<file path="config.mk">
export PLATFORM = sky130hd
export DESIGN_NAME = irpw_rx
export DESIGN_NICKNAME = d
export VERILOG_FILES = /design/src/rtl/irpw_pkg.sv /design/src/rtl/irpw_width_ctr.sv /design/src/rtl/irpw_classify.sv /design/src/rtl/irpw_rxbuf.sv /design/src/rtl/irpw_flags.sv /design/src/rtl/irpw_rx.sv
export SDC_FILE = /design/constraint.sdc
export NUM_CORES = 1
export LEC_CHECK = 0
export BUFFER_PORTS_ARGS = -buffer_cell sky130_fd_sc_hd__clkbuf_2
export CORE_MARGIN = 4
export CORE_UTILIZATION = 50
export DETAILED_ROUTE_END_ITERATION = 12
export PLACE_DENSITY = 0.85
export REMOVE_ABC_BUFFERS = 1
export SLEW_MARGIN = 20
export SYNTH_ARGS = -nofsm -noshare
export SYNTH_HDL_FRONTEND = slang
export SYNTH_SLANG_ARGS = --single-unit
</file>
<file path="constraint.sdc">
create_clock -name clk -period 7.71 [get_ports clk]
set_input_delay 1.542 -clock clk [delete_from_list [all_inputs] [get_ports clk]]
set_output_delay 1.542 -clock clk [all_outputs]
set_load 0.01 [all_outputs]
</file>
<file path="src/rtl/irpw_pkg.sv">
package irpw_pkg;
  localparam int EV_NUM  = 8;
  localparam int EV_DONE = 0;
  localparam int EV_HDR  = 1;
  localparam int EV_DATA = 2;
  localparam int EV_SPEC = 3;
  localparam int EV_ERR  = 4;
  localparam int EV_FULL = 5;
  localparam int EV_CMP  = 6;
  localparam int EV_OVF  = 7;

  typedef enum logic [2:0] {
    SYM_ERR,
    SYM_HDR,
    SYM_SPEC,
    SYM_D0,
    SYM_D1
  } sym_e;
endpackage

</file>
<file path="src/rtl/irpw_width_ctr.sv">
// Edge timing: counts ticks between rising edges, flags frame end and wrap.
module irpw_width_ctr #(
  parameter int CNT_W = 16
) (
  input  logic             clk,
  input  logic             rst_n,
  input  logic             tick,
  input  logic             ir_in,
  input  logic [CNT_W-1:0] hdr_max,
  input  logic [CNT_W-1:0] d0_max,
  input  logic [CNT_W-1:0] d1_max,
  output logic [CNT_W-1:0] meas_w,
  output logic             meas_vld,
  output logic             done_ev,
  output logic             ovf_ev
);
  logic             ir_q;
  logic             armed;
  logic [CNT_W-1:0] cnt;
  logic             rise;
  logic             past_all;

  assign rise     = ir_in & ~ir_q;
  assign past_all = (cnt > hdr_max) && (cnt > d0_max) && (cnt > d1_max);

  always_ff @(posedge clk or negedge rst_n) begin
    if (!rst_n) begin
      ir_q     <= 1'b0;
      armed    <= 1'b0;
      cnt      <= '0;
      meas_w   <= '0;
      meas_vld <= 1'b0;
      done_ev  <= 1'b0;
      ovf_ev   <= 1'b0;
    end else begin
      ir_q     <= ir_in;
      meas_vld <= 1'b0;
      done_ev  <= 1'b0;
      ovf_ev   <= 1'b0;
      if (rise) begin
        if (armed) begin
          meas_w   <= cnt;
          meas_vld <= 1'b1;
        end
        armed <= 1'b1;
        cnt   <= '0;
      end else if (armed) begin
        if (past_all) begin
          done_ev <= 1'b1;
          armed   <= 1'b0;
          cnt     <= '0;
        end else if (tick) begin
          cnt <= cnt + CNT_W'(1);
          if (&cnt) ovf_ev <= 1'b1;
        end
      end
    end
  end
endmodule

</file>
<file path="src/rtl/irpw_classify.sv">
// Window classification of a latched width and header-order tracking.
module irpw_classify
  import irpw_pkg::*;
#(
  parameter int CNT_W = 16
) (
  input  logic             clk,
  input  logic             rst_n,
  input  logic [CNT_W-1:0] meas_w,
  input  logic             meas_vld,
  input  logic             done_ev,
  input  logic             hdr_en,
  input  logic             sd_en,
  input  logic [CNT_W-1:0] hdr_min,
  input  logic [CNT_W-1:0] hdr_max,
  input  logic [CNT_W-1:0] d0_min,
  input  logic [CNT_W-1:0] d0_max,
  input  logic [CNT_W-1:0] d1_min,
  input  logic [CNT_W-1:0] d1_max,
  output logic             hdr_ev,
  output logic             spec_ev,
  output logic             data_ev,
  output logic             err_ev,
  output logic             bit_vld,
  output logic             bit_val
);
  function automatic logic in_win(input logic [CNT_W-1:0] w,
                                  input logic [CNT_W-1:0] lo,
                                  input logic [CNT_W-1:0] hi);
    return (w >= lo) && (w <= hi);
  endfunction

  sym_e kind;
  logic hdr_seen;
  logic order_bad;

  always_comb begin
    if (in_win(meas_w, hdr_min, hdr_max) && sd_en)       kind = SYM_SPEC;
    else if (in_win(meas_w, hdr_min, hdr_max) && hdr_en) kind = SYM_HDR;
    else if (in_win(meas_w, d0_min, d0_max))             kind = SYM_D0;
    else if (in_win(meas_w, d1_min, d1_max))             kind = SYM_D1;
    else                                                 kind = SYM_ERR;
    order_bad = hdr_en && !hdr_seen && ((kind == SYM_D0) || (kind == SYM_D1));
  end

  always_ff @(posedge clk or negedge rst_n) begin
    if (!rst_n) begin
      hdr_ev   <= 1'b0;
      spec_ev  <= 1'b0;
      data_ev  <= 1'b0;
      err_ev   <= 1'b0;
      bit_vld  <= 1'b0;
      bit_val  <= 1'b0;
      hdr_seen <= 1'b0;
    end else begin
      hdr_ev  <= 1'b0;
      spec_ev <= 1'b0;
      data_ev <= 1'b0;
      err_ev  <= 1'b0;
      bit_vld <= 1'b0;
      if (done_ev) hdr_seen <= 1'b0;
      if (meas_vld) begin
        case (kind)
          SYM_HDR: begin
            hdr_ev   <= 1'b1;
            hdr_seen <= 1'b1;
          end
          SYM_SPEC: spec_ev <= 1'b1;
          SYM_D0, SYM_D1: begin
            if (order_bad) begin
              err_ev <= 1'b1;
            end else begin
              data_ev <= 1'b1;
              bit_vld <= 1'b1;
              bit_val <= (kind == SYM_D1);
            end
          end
          default: err_ev <= 1'b1;
        endcase
      end
    end
  end
endmodule

</file>
<file path="src/rtl/irpw_rxbuf.sv">
// Receive buffer, bit count, full detection and masked compare.
module irpw_rxbuf #(
  parameter int BUF_BITS = 48,
  parameter int SEL_W    = 3,
  localparam int NB      = BUF_BITS / 8,
  localparam int CW      = $clog2(BUF_BITS + 1)
) (
  input  logic                clk,
  input  logic                rst_n,
  input  logic                frame_start,
  input  logic                done_ev,
  input  logic                bit_vld,
  input  logic                bit_val,
  input  logic [BUF_BITS-1:0] cmp_val,
  input  logic [SEL_W-1:0]    cmp_sel,
  output logic [BUF_BITS-1:0] data,
  output logic [CW-1:0]       nbits,
  output logic                full_ev,
  output logic                cmp_ev
);
  localparam logic [CW-1:0] LAST_N = CW'(BUF_BITS - 1);
  localparam logic [CW-1:0] FULL_N = CW'(BUF_BITS);

  logic                open;
  logic                chk;
  logic [BUF_BITS-1:0] sel_mask;

  always_comb begin
    sel_mask = '0;
    for (int b = 0; b < NB; b++) begin
      if (int'(cmp_sel) >= b) sel_mask[b*8 +: 8] = 8'hFF;
    end
  end

  always_ff @(posedge clk or negedge rst_n) begin
    if (!rst_n) begin
      data    <= '0;
      nbits   <= '0;
      open    <= 1'b0;
      chk     <= 1'b0;
      full_ev <= 1'b0;
      cmp_ev  <= 1'b0;
    end else begin
      chk     <= 1'b0;
      full_ev <= 1'b0;
      cmp_ev  <= chk && (((data ^ cmp_val) & sel_mask) == '0);
      if (frame_start) begin
        data  <= '0;
        nbits <= '0;
        open  <= 1'b1;
      end else if (bit_vld) begin
        if (!open) begin
          data    <= '0;
          data[0] <= bit_val;
          nbits   <= CW'(1);
          open    <= 1'b1;
          chk     <= 1'b1;
        end else if (nbits < FULL_N) begin
          data[nbits] <= bit_val;
          nbits       <= nbits + CW'(1);
          chk         <= 1'b1;
          if (nbits == LAST_N) full_ev <= 1'b1;
        end
      end
      if (done_ev) open <= 1'b0;
    end
  end
endmodule

</file>
<file path="src/rtl/irpw_flags.sv">
// Sticky event flags with masked clear and interrupt OR.
module irpw_flags #(
  parameter int N = 8
) (
  input  logic         clk,
  input  logic         rst_n,
  input  logic [N-1:0] ev,
  input  logic         clr_stb,
  input  logic [N-1:0] clr_mask,
  input  logic [N-1:0] int_en,
  output logic [N-1:0] status,
  output logic         irq
);
  for (genvar k = 0; k < N; k++) begin : g_flag
    always_ff @(posedge clk or negedge rst_n) begin
      if (!rst_n)                      status[k] <= 1'b0;
      else if (ev[k])                  status[k] <= 1'b1;
      else if (clr_stb && clr_mask[k]) status[k] <= 1'b0;
    end
  end

  assign irq = |(status & int_en);
endmodule

</file>
<file path="src/rtl/irpw_rx.sv">
module irpw_rx
  import irpw_pkg::*;
#(
  parameter int  CNT_W    = 16,
  parameter int  BUF_BITS = 48,
  parameter int  SEL_W    = 3,
  localparam int BITS_W   = $clog2(BUF_BITS + 1)
) (
  input  logic                clk,
  input  logic                rst_n,
  input  logic                tick,
  input  logic                ir_in,
  input  logic                hdr_en,
  input  logic                sd_en,
  input  logic [CNT_W-1:0]    hdr_min,
  input  logic [CNT_W-1:0]    hdr_max,
  input  logic [CNT_W-1:0]    d0_min,
  input  logic [CNT_W-1:0]    d0_max,
  input  logic [CNT_W-1:0]    d1_min,
  input  logic [CNT_W-1:0]    d1_max,
  input  logic [BUF_BITS-1:0] cmp_val,
  input  logic [SEL_W-1:0]    cmp_sel,
  input  logic [EV_NUM-1:0]   int_en,
  input  logic                clr_stb,
  input  logic [EV_NUM-1:0]   clr_mask,
  output logic [BUF_BITS-1:0] rx_data,
  output logic [BITS_W-1:0]   rx_bits,
  output logic [EV_NUM-1:0]   status,
  output logic                irq
);
  logic [CNT_W-1:0]  meas_w;
  logic              meas_vld;
  logic              done_ev, ovf_ev;
  logic              hdr_ev, spec_ev, data_ev, err_ev;
  logic              bit_vld, bit_val;
  logic              full_ev, cmp_ev;
  logic [EV_NUM-1:0] ev;

  irpw_width_ctr #(.CNT_W(CNT_W)) u_ctr (
    .clk(clk), .rst_n(rst_n), .tick(tick), .ir_in(ir_in),
    .hdr_max(hdr_max), .d0_max(d0_max), .d1_max(d1_max),
    .meas_w(meas_w), .meas_vld(meas_vld), .done_ev(done_ev), .ovf_ev(ovf_ev)
  );

  irpw_classify #(.CNT_W(CNT_W)) u_cls (
    .clk(clk), .rst_n(rst_n), .meas_w(meas_w), .meas_vld(meas_vld),
    .done_ev(done_ev), .hdr_en(hdr_en), .sd_en(sd_en),
    .hdr_min(hdr_min), .hdr_max(hdr_max), .d0_min(d0_min), .d0_max(d0_max),
    .d1_min(d1_min), .d1_max(d1_max),
    .hdr_ev(hdr_ev), .spec_ev(spec_ev), .data_ev(data_ev), .err_ev(err_ev),
    .bit_vld(bit_vld), .bit_val(bit_val)
  );

  irpw_rxbuf #(.BUF_BITS(BUF_BITS), .SEL_W(SEL_W)) u_buf (
    .clk(clk), .rst_n(rst_n), .frame_start(hdr_ev), .done_ev(done_ev),
    .bit_vld(bit_vld), .bit_val(bit_val), .cmp_val(cmp_val), .cmp_sel(cmp_sel),
    .data(rx_data), .nbits(rx_bits), .full_ev(full_ev), .cmp_ev(cmp_ev)
  );

  always_comb begin
    ev          = '0;
    ev[EV_DONE] = done_ev;
    ev[EV_HDR]  = hdr_ev;
    ev[EV_DATA] = data_ev;
    ev[EV_SPEC] = spec_ev;
    ev[EV_ERR]  = err_ev;
    ev[EV_FULL] = full_ev;
    ev[EV_CMP]  = cmp_ev;
    ev[EV_OVF]  = ovf_ev;
  end

  irpw_flags #(.N(EV_NUM)) u_flg (
    .clk(clk), .rst_n(rst_n), .ev(ev), .clr_stb(clr_stb), .clr_mask(clr_mask),
    .int_en(int_en), .status(status), .irq(irq)
  );
endmodule

</file>
==> flow_metrics.tcl, run 1 <==
set metrics [dict create \
    netlist_top_cells_area "dfrtp_1, ha_1, inv_1" \
    coreArea_um2 16800 \
    synthTopCellsByCount "ha_1, dfrtp_1, inv_1" \
    nNetsFinal 1467 \
    die_h_um 140 \
    dpl.hpwl_um 19500 \
    row_count 47 \
    hold_viol 0 \
    synth_edf_count 0 \
    pin_count 233 \
    netlist_area_um2 8680 \
    firstDrtPassIters 6 \
    gp_congestion 0.946 \
    cts_made_buffers 9 \
    root_buffer "clkbuf_16" \
    setup_violations 0 \
    grt_pass1_wl_um 39500 \
    fillers 1418 \
    ctsHoldBuffers 0 \
    relSlewSlack_pct 27.7 \
    start_util_pct 51.6 \
    vias 8014 \
    fin_cells 1376 \
    min_path_type "flip-flop to flip-flop" \
    dp.cells 1360 \
    wire_per_inst_um 17.6 \
    clock_path_buffers 2 \
    drt_iter0_drc 499 \
    power_density_nw_per_um2 124 \
    antenna_cells 0 \
    cts_tree "built" \
    skew_ps 8.85 \
    grt_max_degree 56 \
    synth-seq-area-share_pct 31.4 \
    async_flop_share_pct 100 \
    drv_slew 0 \
    fin_crit_sh_pct 51.3 \
    worst_slew_pin_slew_ps 1080 \
    yosysTopAreaCell "dfrtp_1" \
    grtUsageTotal_pct 24.5 \
    die-area_um2 19500 \
    crit_required_ps 7900 \
    drc 0 \
    clk_pin_slew_ps 80 \
    routed_wl_um 24200 \
    syn2layout_area_growth_pct 18.7 \
    critical_path_class "input port to flip-flop" \
    synthFlopType "dfrtp_1" \
    detail-route-antenna-nets 0 \
    vias_per_cell 5.82 \
    p_leak_uw 0.00583 \
    grt_pass1_vias 8091 \
    ctsResizeCount 0 \
    tns_ps 0 \
    rsz0062_at_grt "false" \
    clock_sinks 109 \
    final_layout_size_suffix_gt1_share_pct 24.0 \
    regArea_um2 2730 \
    drv_cap 0 \
    clock.fmax_ghz 0.253 \
    outcome "finished clean" \
    io_buffers 232 \
    fin_crit_ps 3950 \
    ir_drop_uv 160 \
    arrival_ps 4150 \
    postCtsSetupRepairBufs 0 \
    grt_overflow_total 0 \
    ys.warnings.count 0 \
    clk_latency_ps 350 \
    worst_setup_path_end_kind "flip-flop" \
    htreeDepth 3 \
    synth_top_area_share_pct 31.4 \
    synth_most_common_cell "ha_1" \
    syn_inst 942 \
    synth_seq_cells 109 \
    multi_input_area_um2 5440 \
    die_w_um 140 \
    syn_avg_cell_area_um2 9.21 \
    crit_path_max_fanout 16 \
    cp-start-kind "input port" \
    antenna_found_initial 0 \
    synth_cell_types 56 \
]
state kept, by name, summed over array words and instances (netlist names), 6 cells and up:
| register | flops |
|---|---|
| u_buf.data | 48 |
| u_ctr.cnt | 16 |
| u_ctr.meas_w | 16 |
| u_buf.nbits | 6 |
| u_flg.status | 8 |
per-stage QoR:
stage	utilization, %	hold WS (ps)	instance area (µm²)	power, µW	setup slack, ps
after floorplan	-	403	8540	736	4050
after global placement	59.5	411	10000	826	3590
after detailed placement	59.5	427	10000	838	3390
after CTS	61.3	446	10300	1290	3800
after global routing	61.3	457	10300	1340	3590
final	61.3	439	10300	1280	3760
logic make-up (layout without fill, tap and decap cells):
group / count (synthesis) / after routing / synth area share [%]
adders and majority gates: 146 / 146 / 21.1
buffers and inverters: 140 / 354 / 6.07
muxes: 20 / 20 / 2.52
and+or+nand+nor: 227 / 227 / 13.3
DFF: 109 / 109 / 31.4
AOI/OAI and AO/OA: 236 / 236 / 19.1
xor gates and xnor gates: 64 / 64 / 6.46
worst max-delay path, stage by stage:
cell and delay, ps:
clkbuf_2 90, inv_1 50, ha_1 290, nand4_1 200, or2_2 400, a211oi_1 180
or3_1 140, o211ai_1 160, o31ai_2 900, o22ai_1 200
metal layers:
metal  GRT usage [%]  share of wire (%)
met4            8.82                3.2
met3            4.43                7.1
met5               0                  0
met2            40.8                 47
met1            32.0                 42
path summary, 6_finish.rpt:
| path | from | depth (start not counted) | to | slack [ps] |
|---|---|---|---|---|
| hold reg to reg | u_cls.err_ev | 1 | u_flg.status[4] | 440 |
| max in group asynchronous | rst_n | 2 | u_buf.nbits[3] | 5310 |
| hold / removal | u_cls.err_ev | 1 | u_flg.status[4] | 440 |
| setup reg to reg | u_ctr.cnt[14] | 8 | u_ctr.cnt[1] | 4530 |
| min in group asynchronous | rst_n | 1 | u_buf.data[33] | 1240 |
| setup / recovery | d1_max[15] | 10 | u_ctr.cnt[1] | 3760 |
report_power, final:
part	switching, µW	internal [µW]	total (µW)
Clock	223	226	448
Combinational	121	111	232
Sequential	19.7	580	600
Total	363	917	1280
final cells by class:
| type | count | share of cell area [%] |
|---|---|---|
| clock buffers | 10 | 2.22 |
| clock inverters | 6 | 0.583 |
| inverters | 104 | 3.79 |
| multi-input cells | 693 | 52.8 |
| flip-flops and latches | 109 | 26.5 |
| well taps | 220 | 2.67 |
| repair buffers | 234 | 11.4 |
placed cells by master, fill, tap and decap left out, types with 2 or more instances in the layout:
cell type	netlist	routed
a211o_1	2	2
a211oi_1	11	11
a21boi_0	3	3
a21o_1	42	42
a21oi_1	39	38
a221o_1	2	2
a22oi_1	5	5
a31oi_1	4	4
and2_1	5	5
and4_1	2	2
buf_4	0	3
clkbuf_16	0	9
clkbuf_2	0	231
clkinv_4	0	2
clkinvlp_4	0	2
dfrtp_1	109	109
ha_1	146	146
inv_1	104	104
mux2_2	15	15
mux2i_1	5	5
nand2_1	57	56
nand2b_1	5	5
nand3_1	21	21
nand4_1	47	47
nor2_1	44	44
nor2b_1	10	10
nor3_1	8	8
nor4_1	12	11
o211ai_1	46	46
o21a_1	4	4
o21ai_0	18	18
o22ai_1	3	3
o31ai_1	44	44
o41ai_1	2	2
or2_2	2	2
or3_1	4	4
xnor2_1	33	33
xor2_1	31	31
Note: power is estimated with default switching activity, not from simulation.
==> run 2, diff against run 1 <==
--- a/config.mk
+++ b/config.mk
@@ -7,9 +7,9 @@
 export LEC_CHECK = 0
 export BUFFER_PORTS_ARGS = -buffer_cell sky130_fd_sc_hd__clkbuf_2
 export CORE_MARGIN = 4
-export CORE_UTILIZATION = 50
+export CORE_UTILIZATION = 49
 export DETAILED_ROUTE_END_ITERATION = 12
-export PLACE_DENSITY = 0.85
+export PLACE_DENSITY = 0.87
 export REMOVE_ABC_BUFFERS = 1
 export SLEW_MARGIN = 20
 export SYNTH_ARGS = -nofsm -noshare
==> constraint.sdc (replaced) <==
create_clock -name clk -period 3.48 [get_ports clk]
set_input_delay 0.696 -clock clk [delete_from_list [all_inputs] [get_ports clk]]
set_output_delay 0.696 -clock clk [all_outputs]
set_load 0.01 [all_outputs]
==> run 2 against run 1 <==
Compared with the run above:
- critical path depth fell by 1
- clock power is 140% higher
- count of clock-buffer cells in the layout decreased by 1
- global-route usage decreased by 0.60 points
- wire length is 0.34% higher
==> flow_metrics.tcl, run 2 (synthesis gave the netlist of run 1 again) <==
set metrics [dict create \
    dp_worst_setup_slack_ps 158 \
    grtUsageTotal_pct 23.9 \
    syn2layout_area_growth_pct 19.4 \
    cp_common_cell "a21o_1" \
    detail-route-antenna-nets 0 \
    ctsHoldBuffers 0 \
    fin_crit_sh_pct 84.4 \
    cp-start-kind "flip-flop" \
    grt_pass1_wl_um 39100 \
    die-area_um2 19900 \
    pin_count 233 \
    root_buffer "clkbuf_16" \
    setup_ws_ps 542 \
    total_power_uw 2900 \
    crit_required_ps 3700 \
    coreArea_um2 17300 \
    die_h_um 141 \
    reg.largest.list "u_buf.data: 48 flops, u_ctr.cnt: 16 flops, u_ctr.meas_w: 16 flops" \
    cp_top_family "compound AO/OA/AOI/OAI gates" \
    firstDrtPassIters 5 \
    gp_congestion 0.923 \
    critical_path_class "flip-flop to flip-flop" \
    outcome "finished clean" \
    min_path_type "input port to asynchronous set/reset pin" \
    max_stage_delay_ps 590 \
    power_density_nw_per_um2 280 \
    clock.fmax_ghz 0.340 \
    ir_drop_uv 255 \
    arrival_ps 3160 \
    cts_made_buffers 9 \
    grt_pass1_vias 8113 \
    p_leak_uw 0.00586 \
    final_layout_size_suffix_gt1_share_pct 24.1 \
    hold_viol 0 \
    path_buf_inv 0 \
    drv_slew 0 \
    crit_path_max_fanout 8 \
    layout_common_cells "clkbuf_2, ha_1, dfrtp_1" \
    htreeDepth 3 \
    slowest_stage "a211oi_1" \
    largest_register "u_buf.data" \
    vias 8070 \
    drc 0 \
    largest_register_ffs 48 \
    fin_crit_ps 2940 \
    antenna_cells 0 \
    relSlewSlack_pct 39.8 \
    rsz0062_at_grt "false" \
    grt_overflow_total 0 \
    drt_iter0_drc 519 \
    crit_chain "ha_1 > a21o_1 > a21o_1 > a21oi_1 > or2_1 > a31oi_1 > a211oi_1 > o21ai_1 > nor4_1" \
    io_buffers 232 \
    clk_latency_ps 350 \
    postCtsSetupRepairBufs 0 \
    dpl.hpwl_um 19300 \
    row_count 48 \
    hold_ws_ps 384 \
    clock_path_buffers 2 \
    drv_cap 0 \
    tns_ps 0 \
    clk_pin_slew_ps 80 \
    clock_sinks 109 \
    routed_wl_um 24200 \
    final_common_cell "clkbuf_2" \
    skew_ps 9.61 \
    cts_tree "built" \
    die_w_um 141 \
    wire_per_inst_um 17.5 \
    worst_setup_path_end_kind "flip-flop" \
    fin_util_pct 59.9 \
    setup_violations 0 \
    ctsResizeCount 0 \
    vias_per_cell 5.84 \
    nNetsFinal 1469 \
    start_util_pct 50.2 \
    worst_slew_pin_slew_ps 900 \
    antenna_found_initial 0 \
    grt_max_degree 56 \
]
run 2: path summary, 6_finish.rpt:
check	start	slack (ps)	end	cells after the start
worst max-delay path	u_ctr.cnt[5]	540	u_ctr.ovf_ev	9
worst min-delay path	rst_n	380	u_buf.data[35]	1
worst max register to register	u_ctr.cnt[5]	540	u_ctr.ovf_ev	9
worst min register to register	u_cls.spec_ev	430	u_flg.status[3]	1
max in group asynchronous	rst_n	2350	u_ctr.cnt[0]	2
min in group clk	u_cls.spec_ev	430	u_flg.status[3]	1
run 2: layout make-up:
cell class                 instances  area (µm²)
clock buffer                       9         225
clock inverter                     6        80.1
fill                            1453        6940
inverter                         104         390
multi-input combinational        693        5440
sequential                       109        2730
tap                              225         282
timing repair buffer             236        1210
run 2: power by group:
part / internal [µW] / switching (µW)
clock network: 571 / 486
logic: 248 / 268
registers: 1290 / 44.3
run 2: through the flow:
| stage | instances | area (µm²) |
|---|---|---|
| after global placement | 1367 | 10000 |
| final | 1382 | 10400 |
| after global routing | 1382 | 10400 |
| after detailed placement | 1367 | 10000 |
| after floorplan | 906 | 8540 |
| after CTS | 1382 | 10300 |
run 2: routing by layer:
| layer | wire, µm | vias to the layer above | GRT usage [%] |
|---|---|---|---|
| li1 | - | 3869 | - |
| met1 | 10000 | 3826 | 31.3 |
| met2 | 11800 | 320 | 40.5 |
| met3 | 1760 | 55 | 3.83 |
| met4 | 629 | 0 | 7.70 |
| met5 | 0 | - | 0 |
run 2: worst reg2reg max path, cell delays in order, from the launching register on:
cell and delay (ps):
dfrtp_1 540, ha_1 310, a21o_1 150, a21o_1 170, a21oi_1 170, or2_1 120
a31oi_1 100, a211oi_1 590, o21ai_1 260, nor4_1 380
==> run 3, diff against run 2 <==
==> constraint.sdc (replaced) <==
create_clock -name clk -period 2.4 [get_ports clk]
set_input_delay 0.48 -clock clk [delete_from_list [all_inputs] [get_ports clk]]
set_output_delay 0.48 -clock clk [all_outputs]
set_load 0.01 [all_outputs]
==> run 3 against run 2 <==
Compared with the run above:
- the run now ends with setup timing left
- final cell count increased by 7.2%
- power increased by 49%
- register-to-register slack got worse by 740 ps
- count of clock-buffer cells in the layout increased by 1
- utilization increased by 6.4 points
- critical path type unchanged
- largest power group unchanged
==> flow_metrics.tcl, run 3 (synthesis gave the netlist of run 1 again) <==
set metrics [dict create \
    start_util_pct 50.2 \
    highest_layer "met4" \
    fin_crit_sh_pct 108 \
    met1_length_um 10600 \
    wl_met3_um 1720 \
    p_leak_uw 0.00634 \
    largest_register "u_buf.data" \
    r2r_cells 10 \
    outcome "finished with violations" \
    min_path_type "input port to asynchronous set/reset pin" \
    pin_count 233 \
    path_buf_inv 1 \
    cp_top_family "compound AO/OA/AOI/OAI gates" \
    crit_chain "inv_2 > ha_4 > nand2b_4 > a2111o_1 > a311oi_2 > o211ai_1 > o211a_2 > a221o_1 > a211o_1 > a22oi_2" \
    setup_violations 21 \
    detail-route-antenna-nets 0 \
    setup_ws_ps -194 \
    crit_required_ps 2680 \
    io_buffers 232 \
    vias 8590 \
    die_h_um 141 \
    routed-wl-met2_um 13600 \
    critical_path_class "flip-flop to flip-flop" \
    grt_pass1_wl_um 41400 \
    hold_viol 0 \
    clock_sinks 109 \
    power_density_nw_per_um2 377 \
    regToRegSetupSlack_ps -190 \
    cp-start-kind "flip-flop" \
    skew_ps 6.18 \
    clk_latency_ps 350 \
    rsz0062_at_grt "true" \
    cts_tree "built" \
    clock.fmax_ghz 0.386 \
    crit_path_max_fanout 2 \
    cp.depth 10 \
    grtUsageTotal_pct 25.5 \
    fin_util_pct 66.3 \
    hold_ws_ps 60.9 \
    cp-endpoint "u_cls.bit_val" \
    worst_slew_pin_slew_ps 596 \
    drc 0 \
    reg.largest.list "u_buf.data: 48 flops, u_ctr.cnt: 16 flops, u_ctr.meas_w: 16 flops" \
    grt_overflow_total 0 \
    violations "setup timing" \
    drt_iter0_drc 520 \
    die-area_um2 19900 \
    largest_register_ffs 48 \
    grt_pass1_vias 8666 \
    routed_wl_um 26800 \
    wire_per_inst_um 18.1 \
    drv_slew 0 \
    die_w_um 141 \
    final_common_cell "clkbuf_2" \
    crit_path_start "u_ctr.meas_w[0]" \
    gp_congestion 0.934 \
    vias_per_cell 5.80 \
    arrival_ps 2870 \
    root_buffer "clkbuf_16" \
    placed_area_um2 10700 \
    firstDrtPassIters 7 \
    antenna_cells 0 \
    syn2layout_area_growth_pct 32.2 \
    ir_drop_uv 390 \
    coreArea_um2 17300 \
    htreeDepth 3 \
    fin_area_um2 11500 \
    nNetsFinal 1568 \
    row_count 48 \
    antenna_found_initial 0 \
    worst_setup_path_end_kind "flip-flop" \
    clk_pin_slew_ps 80 \
    layout_common_cells "clkbuf_2, ha_1, inv_1" \
    dpl.hpwl_um 20400 \
    relSlewSlack_pct 60.2 \
    clock_path_buffers 2 \
    grt_max_degree 55 \
    cts_made_buffers 9 \
    drv_cap 0 \
    rr_endpoint "u_cls.bit_val" \
    max_stage_delay_ps 400 \
    final_layout_size_suffix_gt1_share_pct 34.4 \
    fin_crit_ps 2590 \
    slowest_stage "dfrtp_1" \
    timing.rr.start "u_ctr.meas_w[0]" \
]
==> run 3: how the worst min path moves through the flow <==
stage | cells after the start | slack, ps | to
2_1_floorplan | 0 | 180 | u_buf.chk
3_3_place_gp | 1 | 410 | u_buf.open
3_5_place_dp | 1 | 420 | u_flg.status[3]
4_1_cts | 1 | 70 | u_buf.data[37]
5_1_grt | 1 | 80 | u_buf.data[34]
6_report | 1 | 60 | u_buf.data[37]
==> run 3: worst reg2reg max path: stages (launching register included) <==
cell	delay, ps
dfrtp_1	400
inv_2	90
ha_4	190
nand2b_4	130
a2111o_1	380
a311oi_2	260
o211ai_1	160
o211a_2	170
a221o_1	340
a211o_1	280
a22oi_2	120
==> run 3: per-layer routing <==
metal	vias up	GRT usage [%]
met5	-	0
met4	0	8.52
met3	74	5.43
met2	365	44.6
met1	4099	31.2
li1	4052	-
==> run 3: power by group <==
| part | internal (µW) | switching, µW | total, µW | leakage, µW |
|---|---|---|---|---|
| combinational | 475 | 478 | 953 | 0.00472 |
| sequential | 1870 | 36.9 | 1900 | 0.00148 |
| clock | 729 | 741 | 1470 | 0.000141 |
| total | 3070 | 1260 | 4320 | 0.00634 |
==> run 3: area by class of cell <==
type / count / area [µm²]
Fill cell: 1292 / 5830
Sequential cell: 109 / 2740
Clock inverter: 6 / 53.8
Timing Repair Buffer: 335 / 2000
Multi-Input combinational cell: 693 / 5770
Inverter: 104 / 390
Clock buffer: 10 / 229
Tap cell: 225 / 282
==> run 3: through the flow <==
step                TNS (ps)  std cells  power (µW)  setup slack, ps
finish                 -3020       1482        4320             -194
global route           -4510       1482        4540             -372
CTS                     -551       1473        4270             -189
detailed placement     -5670       1451        2800             -444
global placement       -3510       1451        2750             -363
floorplan             -13700        906        2370             -263
==> run 3: what timing repair did <==
action	4_1_cts	5_1_grt
hold buffers	0	0
buffers inserted	6	12
hold endpoints to repair	0	0
setup endpoints to repair	23	26
pin swaps	13	35
resized for setup	26	70
